<file path="config.mk">
export PLATFORM = sky130hd
export DESIGN_NAME = eth_csr_port
export DESIGN_NICKNAME = d
export VERILOG_FILES = /design/src/rtl/eth_csr_pkg.sv /design/src/rtl/eth_csr_ctrl.sv /design/src/rtl/eth_csr_regs.sv /design/src/rtl/eth_csr_port.sv
export SDC_FILE = /design/constraint.sdc
export NUM_CORES = 1
export LEC_CHECK = 0
export ABC_AREA = 1
export BUFFER_PORTS_ARGS = -buffer_cell sky130_fd_sc_hd__buf_2
export CORE_MARGIN = 3
export CORE_UTILIZATION = 45
export DETAILED_ROUTE_END_ITERATION = 10
export GPL_TIMING_DRIVEN = 0
export PLACE_DENSITY_LB_ADDON = 0.25
export SETUP_SLACK_MARGIN = 0.05
export SKIP_CTS_REPAIR_TIMING = 1
export SLEW_MARGIN = 10
export SYNTH_ARGS = -nofsm -noshare
export SYNTH_HDL_FRONTEND = slang
export SYNTH_SLANG_ARGS = --single-unit
</file>
<file path="constraint.sdc">
create_clock -name clk -period 3 [get_ports clk]
set_input_delay 0.3 -clock clk [delete_from_list [all_inputs] [get_ports clk]]
set_output_delay 0.3 -clock clk [all_outputs]
set_load 0.01 [all_outputs]
</file>
<file path="src/rtl/eth_csr_pkg.sv">
package eth_csr_pkg;
  parameter int FILTER_WORDS = 4;
  parameter int FILTER_BASE = 8;
  parameter int BUS_W = 3;

  localparam int REG_STATUS = 0;
  localparam int REG_PTR_LO = 1;
  localparam int REG_PTR_HI = 2;
  localparam int REG_BUS = 3;
  localparam int REG_MODE = 15;

  // status word bit positions
  localparam int B_INIT = 0;
  localparam int B_STRT = 1;
  localparam int B_STOP = 2;
  localparam int B_TDMD = 3;
  localparam int B_INEA = 6;
  localparam int B_CAUSE_LO = 8;
  localparam int B_CAUSE_HI = 14;
  localparam int NUM_CAUSE = B_CAUSE_HI - B_CAUSE_LO + 1;

  // write strobes from the decode side to the register side
  typedef struct packed {
    logic statusWr;
    logic ptrLoWr;
    logic ptrHiWr;
    logic busWr;
    logic [FILTER_WORDS-1:0] filterWr;
    logic modeWr;
  } wrStrobes_t;
endpackage

</file>
<file path="src/rtl/eth_csr_ctrl.sv">
module eth_csr_ctrl
  import eth_csr_pkg::*;
#(
  parameter int ADDR_W = 4
) (
  input  logic              clk,
  input  logic              rstN,
  input  logic              hostWrEn,
  input  logic              hostAddrSel,
  input  logic [ADDR_W-1:0] addrData,
  input  logic              stopNow,
  output logic [ADDR_W-1:0] curAddr,
  output wrStrobes_t        wrS
);
  logic dataWr;
  logic cfgOk;
  logic [FILTER_WORDS-1:0] filterHit;

  always_ff @(posedge clk) begin
    if (!rstN) curAddr <= '0;
    else if (hostWrEn && hostAddrSel) curAddr <= addrData;
  end

  assign dataWr = hostWrEn && !hostAddrSel;
  assign cfgOk = dataWr && stopNow;

  for (genvar k = 0; k < FILTER_WORDS; k++) begin : g_fhit
    assign filterHit[k] = cfgOk && (curAddr == ADDR_W'(FILTER_BASE + k));
  end

  always_comb begin
    wrS.statusWr = dataWr && (curAddr == ADDR_W'(REG_STATUS));
    wrS.ptrLoWr  = cfgOk && (curAddr == ADDR_W'(REG_PTR_LO));
    wrS.ptrHiWr  = cfgOk && (curAddr == ADDR_W'(REG_PTR_HI));
    wrS.busWr    = cfgOk && (curAddr == ADDR_W'(REG_BUS));
    wrS.filterWr = filterHit;
    wrS.modeWr   = cfgOk && (curAddr == ADDR_W'(REG_MODE));
  end
endmodule

</file>
<file path="src/rtl/eth_csr_regs.sv">
module eth_csr_regs
  import eth_csr_pkg::*;
#(
  parameter int ADDR_W = 4,
  parameter int DATA_W = 16
) (
  input  logic                           clk,
  input  logic                           rstN,
  input  wrStrobes_t                     wrS,
  input  logic [DATA_W-1:0]              wrData,
  input  logic [ADDR_W-1:0]              curAddr,
  input  logic [NUM_CAUSE-1:0]           evtVec,
  output logic                           stopNow,
  output logic [DATA_W-1:0]              statusWord,
  output logic [DATA_W-1:0]              rdData,
  output logic                           irqOut,
  output logic                           initCmd,
  output logic                           startCmd,
  output logic                           stopCmd,
  output logic                           txDemandCmd,
  output logic [2*DATA_W-1:0]            initAddr,
  output logic [BUS_W-1:0]               busCtrl,
  output logic [FILTER_WORDS*DATA_W-1:0] filterBits,
  output logic                           promiscOn
);
  logic initQ, strtQ, stopQ, tdmdQ, txOnQ, rxOnQ, ineaQ;
  logic [NUM_CAUSE-1:0] causeQ, acceptEvt, clrVec;
  logic cmdStop, cmdInit, cmdStrt, cmdTdmd;
  logic errSum, intrSum;
  logic [DATA_W-1:0] ptrLoQ, ptrHiQ, modeQ;
  logic [BUS_W-1:0] busQ;
  logic [DATA_W-1:0] filterQ [FILTER_WORDS];

  assign cmdStop = wrS.statusWr && wrData[B_STOP];
  assign cmdInit = wrS.statusWr && wrData[B_INIT] && !wrData[B_STOP];
  assign cmdStrt = wrS.statusWr && wrData[B_STRT] && !wrData[B_STOP];
  assign cmdTdmd = wrS.statusWr && wrData[B_TDMD] && !wrData[B_STOP];
  assign acceptEvt = (stopQ || cmdStop) ? '0 : evtVec;
  assign clrVec = wrS.statusWr ? wrData[B_CAUSE_HI:B_CAUSE_LO] : '0;

  always_ff @(posedge clk) begin
    if (!rstN) begin
      {initQ, strtQ, tdmdQ, txOnQ, rxOnQ, ineaQ} <= '0;
      stopQ  <= 1'b1;
      causeQ <= '0;
      {initCmd, startCmd, stopCmd, txDemandCmd} <= '0;
    end else begin
      initCmd     <= cmdInit;
      startCmd    <= cmdStrt;
      stopCmd     <= cmdStop;
      txDemandCmd <= cmdTdmd;
      if (wrS.statusWr) ineaQ <= wrData[B_INEA];
      if (cmdStop) begin
        {initQ, strtQ, tdmdQ, txOnQ, rxOnQ} <= '0;
        stopQ  <= 1'b1;
        causeQ <= '0;
      end else begin
        if (cmdInit) initQ <= 1'b1;
        if (cmdStrt) begin
          strtQ <= 1'b1;
          txOnQ <= 1'b1;
          rxOnQ <= 1'b1;
        end
        if (cmdInit || cmdStrt) stopQ <= 1'b0;
        if (cmdTdmd) tdmdQ <= 1'b1;
        else if (acceptEvt[1]) tdmdQ <= 1'b0;
        causeQ <= (causeQ & ~clrVec) | acceptEvt;
      end
    end
  end

  // cause index: 0 IDON,1 TINT,2 RINT,3 MERR,4 MISS,5 CERR,6 BABL
  assign errSum  = |causeQ[6:3];
  assign intrSum = causeQ[6] | (|causeQ[4:0]);
  assign statusWord = {errSum, causeQ, intrSum, ineaQ, rxOnQ, txOnQ,
                       tdmdQ, stopQ, strtQ, initQ};
  assign irqOut  = intrSum && ineaQ;
  assign stopNow = stopQ;

  always_ff @(posedge clk) begin
    if (!rstN) begin
      ptrLoQ <= '0;
      ptrHiQ <= '0;
      modeQ  <= '0;
      busQ   <= '0;
    end else begin
      if (wrS.ptrLoWr) ptrLoQ <= wrData;
      if (wrS.ptrHiWr) ptrHiQ <= wrData;
      if (wrS.modeWr) modeQ <= wrData;
      if (cmdStop) busQ <= '0;
      else if (wrS.busWr) busQ <= wrData[BUS_W-1:0];
    end
  end

  for (genvar k = 0; k < FILTER_WORDS; k++) begin : g_filt
    always_ff @(posedge clk) begin
      if (!rstN) filterQ[k] <= '0;
      else if (wrS.filterWr[k]) filterQ[k] <= wrData;
    end
    assign filterBits[k*DATA_W +: DATA_W] = filterQ[k];
  end

  assign initAddr  = {ptrHiQ, ptrLoQ};
  assign busCtrl   = busQ;
  assign promiscOn = modeQ[DATA_W-1];

  always_comb begin
    rdData = '0;
    if (curAddr == ADDR_W'(REG_STATUS)) rdData = statusWord;
    else if (curAddr == ADDR_W'(REG_PTR_LO)) rdData = ptrLoQ;
    else if (curAddr == ADDR_W'(REG_PTR_HI)) rdData = ptrHiQ;
    else if (curAddr == ADDR_W'(REG_BUS)) rdData = DATA_W'(busQ);
    else if (curAddr == ADDR_W'(REG_MODE)) rdData = modeQ;
    for (int k = 0; k < FILTER_WORDS; k++)
      if (curAddr == ADDR_W'(FILTER_BASE + k)) rdData = filterQ[k];
  end
endmodule

</file>
<file path="src/rtl/eth_csr_port.sv">
module eth_csr_port
  import eth_csr_pkg::*;
#(
  parameter int ADDR_W = 4,
  parameter int DATA_W = 16
) (
  input  logic                           clk,
  input  logic                           rstN,
  input  logic                           hostWrEn,
  input  logic                           hostAddrSel,
  input  logic [DATA_W-1:0]              hostWrData,
  output logic [DATA_W-1:0]              hostRdData,
  input  logic                           initDoneEvt,
  input  logic                           txDoneEvt,
  input  logic                           rxDoneEvt,
  input  logic                           memErrEvt,
  input  logic                           missEvt,
  input  logic                           carrierErrEvt,
  input  logic                           babbleEvt,
  output logic                           irqOut,
  output logic                           initCmd,
  output logic                           startCmd,
  output logic                           stopCmd,
  output logic                           txDemandCmd,
  output logic [2*DATA_W-1:0]            initAddr,
  output logic [BUS_W-1:0]               busCtrl,
  output logic [FILTER_WORDS*DATA_W-1:0] filterBits,
  output logic                           promiscOn
);
  wrStrobes_t wrS;
  logic [ADDR_W-1:0] curAddr;
  logic stopNow;
  logic [DATA_W-1:0] statusWord;
  logic [NUM_CAUSE-1:0] evtVec;

  assign evtVec = {babbleEvt, carrierErrEvt, missEvt, memErrEvt,
                   rxDoneEvt, txDoneEvt, initDoneEvt};

  eth_csr_ctrl #(.ADDR_W(ADDR_W)) u_ctrl (
    .clk(clk), .rstN(rstN), .hostWrEn(hostWrEn), .hostAddrSel(hostAddrSel),
    .addrData(hostWrData[ADDR_W-1:0]), .stopNow(stopNow),
    .curAddr(curAddr), .wrS(wrS)
  );

  eth_csr_regs #(.ADDR_W(ADDR_W), .DATA_W(DATA_W)) u_regs (
    .clk(clk), .rstN(rstN), .wrS(wrS), .wrData(hostWrData),
    .curAddr(curAddr), .evtVec(evtVec), .stopNow(stopNow),
    .statusWord(statusWord), .rdData(hostRdData), .irqOut(irqOut),
    .initCmd(initCmd), .startCmd(startCmd), .stopCmd(stopCmd),
    .txDemandCmd(txDemandCmd), .initAddr(initAddr), .busCtrl(busCtrl),
    .filterBits(filterBits), .promiscOn(promiscOn)
  );
endmodule

</file>
==> Word level (Yosys, flattened, before mapping) <==
Memories as Yosys holds them, arrays and structs flattened.
Cells that the tools add are included.
{ "totals": {"ram_bits": 64, "reg_bits": 71, "mem_count": 1, "out_inout_bits": 121} }
{ "op_classes": {"eq_ne": 8, "mux": 30, "n_bitwise": 9, "reduce_logical": 29} }
{ "mem_list": {"columns": ["memory", "words", "word_bits", "read_ports", "rd_ports_with_merged_regs", "write_ports", "line_no", "source"], "rows": [
  ["u_regs.filterQ", 4, 16, 4, 0, 4, "eth_csr_regs.sv:32", "logic [DATA_W-1:0] filterQ [FILTER_WORDS];"]
]} }
{ "ops": {"columns": ["op", "count"], "rows": [
  ["2-to-1 mux 16 bit", 13],
  ["== test 4 bit (second input constant)", 5],
  ["logical AND 1 bit", 20],
  ["2-to-1 mux 1 bit", 15],
  ["2-to-1 mux 7 bit", 2],
  ["== test 4 x 2 -> 1 bit (second input constant)", 2],
  ["bitwise AND 7 bit", 1],
  ["NOT 7 bit", 1],
  ["bitwise OR 7 bit", 1],
  ["bitwise OR 1 bit", 5],
  ["OR reduction 5 bit", 1],
  ["== test 4 x 1 -> 1 bit (second input constant)", 1],
  ["zero test 4 bit", 1],
  ["OR reduction 4 bit", 1],
  ["zero test 1 bit", 2],
  ["logical OR 1 bit", 2],
  ["nonzero test 2 bit", 1],
  ["OR reduction 2 bit", 1],
  ["NOT 1 bit", 1]
]} }

==> Depth between registers and ports, before layout <==
{ "depth": {"ltp_word": 10, "mapped_depth": 10, "depth_no_buf": 10} }

==> Cells and area by module <==
From an unflattened synthesis, not the netlist that was laid out.
{ "hier_totals": {"cells_unflattened": 684, "area_unflattened_um2": 5791.8} }
{ "modules_own_cells": {"columns": ["mod", "area_per_inst_um2", "n_inst", "cells_per_inst"], "rows": [
  ["eth_csr_regs", 5545.3, 1, 639],
  ["eth_csr_ctrl", 246.5, 1, 45]
]} }

==> Worst setup path before layout <==
Ideal clock, no wire load.
{ "synth_timing": {"path_kind": "reg2reg", "from": "reg u_ctrl.curAddr[3]", "to": "mem u_regs.filterQ[0][0] (enable)", "path_buffers": 1, "t_required_ns": 2.589, "slack_ns": 0.433, "arrival_time_ns": 2.156, "synth_period_minus_slack_ns": 2.567, "path_stages_with_launch": 6, "path_cell_list": "dfxtp_1 inv_1 nor2_2 nand2_1 clkbuf_1 o21ai_0"} }
{ "synth_lines": {"columns": ["element", "line_no", "source"], "rows": [
  ["start: declaration", "eth_csr_ctrl.sv:12", "output logic [ADDR_W-1:0] curAddr,"],
  ["start signal: assignment", "eth_csr_ctrl.sv:21", "else if (hostWrEn && hostAddrSel) curAddr <= addrData;"],
  ["end: declaration", "eth_csr_regs.sv:32", null]
]} }

==> Worst setup path in the final report <==
{ "layout_timing": {"from": "reg u_ctrl.curAddr[3]", "to": "out hostRdData[13]"} }
{ "layout_via": {"elab_chain_cells": 10} }
{ "layout_lines": {"columns": ["element", "line_no", "source"], "rows": [
  ["== test 4 bit", "eth_csr_regs.sv:113", "else if (curAddr == ADDR_W'(REG_MODE)) rdData = modeQ;"],
  ["2-to-1 mux 16 bit", "eth_csr_regs.sv:113", null],
  ["2-to-1 mux 16 bit", "eth_csr_regs.sv:112", "else if (curAddr == ADDR_W'(REG_BUS)) rdData = DATA_W'(busQ);"],
  ["2-to-1 mux 16 bit", "eth_csr_regs.sv:111", "else if (curAddr == ADDR_W'(REG_PTR_HI)) rdData = ptrHiQ;"],
  ["2-to-1 mux 16 bit", "eth_csr_regs.sv:110", "else if (curAddr == ADDR_W'(REG_PTR_LO)) rdData = ptrLoQ;"],
  ["2-to-1 mux 16 bit", "eth_csr_regs.sv:109", "if (curAddr == ADDR_W'(REG_STATUS)) rdData = statusWord;"],
  ["2-to-1 mux 16 bit (3 in series)", "eth_csr_regs.sv:115", "if (curAddr == ADDR_W'(FILTER_BASE + k)) rdData = filterQ[k];"],
  ["2-to-1 mux 16 bit (*)", "eth_csr_regs.sv:115", null],
  ["end: declaration", "eth_csr_port.sv:12", "output logic [DATA_W-1:0] hostRdData,"]
]} }
Every way passes the cells marked *; elsewhere a longest branch is shown, timed or not.

==> impl_metrics.py <==
metrics = {
    "run_status": {
        "outcome": "completed",
    },
    "die": {
        "io_pins": 148,
        "die_h_um": 119.2,
        "initial_core_util_pct": 47.06,
        "dieWidth_um": 119.2,
        "num_rows": 40,
        "die_area_um2": 14220,
        "core_um2": 12260,
    },
    "timing": {
        "finClkSkew_ns": 0.009156,
        "setup_ws_ns": 0.3449,
        "fmax_mhz": 376.6,
        "drv_slew": 0,
        "finalSetupTns_ns": 0,
        "hold_viol": 0,
        "period_needed_ns": 2.655,
        "finalSetupViolCount": 0,
        "fin_crit_sh_pct": 88.50,
        "relSlewSlack_pct": 38.09,
        "grt_setup_unrepaired": "false",
        "worst_pin_slew_ns": 0.9285,
    },
    "pwr": {
        "p_int_uw": 3274,
        "p_leak_uw": 0.003269,
        "ir_drop_mv": 0.3406,
        "p_comb_share_pct": 8.6,
        "p_clk_share_pct": 45.0,
        "p_total_uw": 4348,
        "power_switching_uw": 1073,
        "power_density_nw_per_um2": 596.2,
        "switching_share_pct": 24.69,
        "seq_power_share_pct": 46.5,
    },
    "detailed_routing": {
        "avgRoutedWirePerCell_um": 18.91,
        "drt_iter0_drc": 482,
        "postRouteAntennaNets": 0,
        "via_count": 5489,
        "wirelength_um": 18860,
        "route.detailed.drc": 0,
        "firstDrtPassIters": 5,
        "vias_per_cell": 5.506,
    },
    "clock_tree": {
        "ctsLongestPathBuffers": 2,
        "clock_sinks": 135,
        "cts.root.buffer_cell": "clkbuf_16",
        "htree_levels": 4,
        "clkTransAtPathRegs_ns": 0.06,
        "insertion_delay_ns": 0.43,
        "cts_buffers": 17,
        "cts_tree": "done",
    },
    "logic_synthesis": {
        "synth_top_area_share_pct": 33.30,
        "ys_warn_count": 0,
        "syn_avg_cell_area_um2": 8.891,
        "ys_types": 30,
        "synth_fp_nets": 676,
        "synthesis.area_um2": 5771,
        "netlist_instances": 649,
        "synthTopCellsByArea": "edfxtp_1, dfxtp_1, nand2_1",
        "yosysTopAreaCell": "edfxtp_1",
        "yosysSeqAreaShare_pct": 57.94,
        "synth-seq-cells": 135,
    },
    "finish": {
        "utilization_pct": 59.47,
        "antennaDiodeCount": 0,
        "layout_common_cells": "buf_2, nand2_1, nor2_1, dfxtp_1, a21oi_1",
        "layout-drive-gt1-share_pct": 27.38,
        "n_fill_cell": 1106,
        "mostFrequentLayoutCell": "buf_2",
        "syn2layout_area_growth_pct": 26.37,
        "final_area_um2": 7292,
        "final_nets": 843,
    },
    "setup_path": {
        "worstSetupEndpointType": "primary output",
        "cp_slowest_stage_delay_ns": 0.44,
        "cp.buffers_inverters": 3,
        "start_kind": "flop",
        "crit_path_max_fanout": 10,
        "critical_path_required_ns": 2.70,
        "r2r_slack_ns": 0.50,
        "cp_top_family": "buffers and inverters",
        "path_cells": "inv_1 > nor2_2 > nand2_1 > clkbuf_1 > o22ai_1 > nand4_1 > buf_2",
        "arrival_ns": 2.36,
        "cpMaxStageDelayCell": "dfxtp_1",
        "crit_type": "flop to primary output",
    },
    "global_routing": {
        "grt_pass1_wl_um": 29120,
        "grt_max_degree": 17,
        "track_usage_pct": 26.95,
        "overflow": 0,
        "antenna_found_initial": 0,
        "grt_pass1_vias": 5274,
    },
    "hold_path": {
        "worstHoldPathType": "input port to flop",
    },
    "flow_run": {
        "drv_cap": 0,
    },
    "placed_design": {
        "gp_congestion": 0.9098,
        "hpwl_um": 14140,
        "io_buffers": 146,
        "post-place-ws_ns": 0.5014,
        "placed_area_um2": 6741,
    },
}
[layout make-up]
class	instances	area (um2)	area share, %
sequential	135	3343	45.85
multi-input combinational	430	2066	28.33
timing repair buffer	148	753.2	10.33
clock buffer	21	470.5	6.452
tap	168	210.2	2.883
inverter	52	197.7	2.711
buffer	32	171.4	2.351
clock inverter	11	80.08	1.098
[Yosys cell counts]
cell type	instances
edfxtp_1	64
nor2_1	83
clkinv_1	1
inv_2	5
clkbuf_1	12
buf_2	14
a31o_2	1
inv_1	45
o211ai_1	1
a21oi_1	69
o21ai_0	69
buf_1	1
nand3_4	3
or2_2	4
nand3_1	41
a31oi_1	1
nor2_4	6
nand2_2	4
nand3_2	1
nor3b_1	1
nor3_1	2
o22ai_1	3
buf_4	1
buf_6	4
nand4_1	25
inv_4	1
nand2_4	1
nor2_2	5
dfxtp_1	71
nand2_1	110
[registers in the layout, indices dropped and copies added (netlist names), 3 cells and up]
name and flops:
u_regs.filterQ 64, u_regs.ptrHiQ 16, u_regs.ptrLoQ 16, u_ctrl.curAddr 4, u_regs.busCtrl 3, u_regs.modeQ 16
u_regs.causeQ 7
[cell families after synthesis]
group | share of synthesized area (%)
compound gates | 12.68
buf+inv | 6.396
flops | 57.94
simple gates | 22.98
[worst register-to-register path, delay by kind of cell (launching register included)]
| kind | cells | cell delay (ns) |
|---|---|---|
| buf+inv | 3 | 0.55 |
| simple gates | 4 | 1.13 |
| flops | 1 | 0.44 |
[worst paths after layout]
path	start	to	cells past startpoint
min	babbleEvt	u_regs.causeQ[6]	3
max	u_ctrl.curAddr[3]	hostRdData[13]	7
max reg2reg	u_ctrl.curAddr[3]	u_regs.filterQ[3][14]	7
min reg2reg	u_regs.initQ	u_regs.initQ	2
[power by group through the flow]
stage	sequential, uW	clock, uW	combinational, uW
CTS	2020	1970	373
global route	2030	2060	403
global placement	2060	0	359
detailed placement	2060	0	371
finish	2020	1960	372
floorplan	2070	0	178
[per-stage QoR]
step,cells,hold WS (ns)
5_1_grt,997,0.1270
2_1_floorplan,649,0.4275
4_1_cts,997,0.1135
3_3_place_gp,963,0.4418
3_5_place_dp,965,0.4443
6_report,997,0.1192
[routing by layer]
layer	vias to the layer above	track usage [%]	share of wire (%)
met2	288	41.47	47
met1	2619	36.62	41
met5	-	0	0
met3	34	6.220	9.0
li1	2548	-	-
met4	0	11.37	2.5
Note: power is estimated with default switching activity, not from simulation.
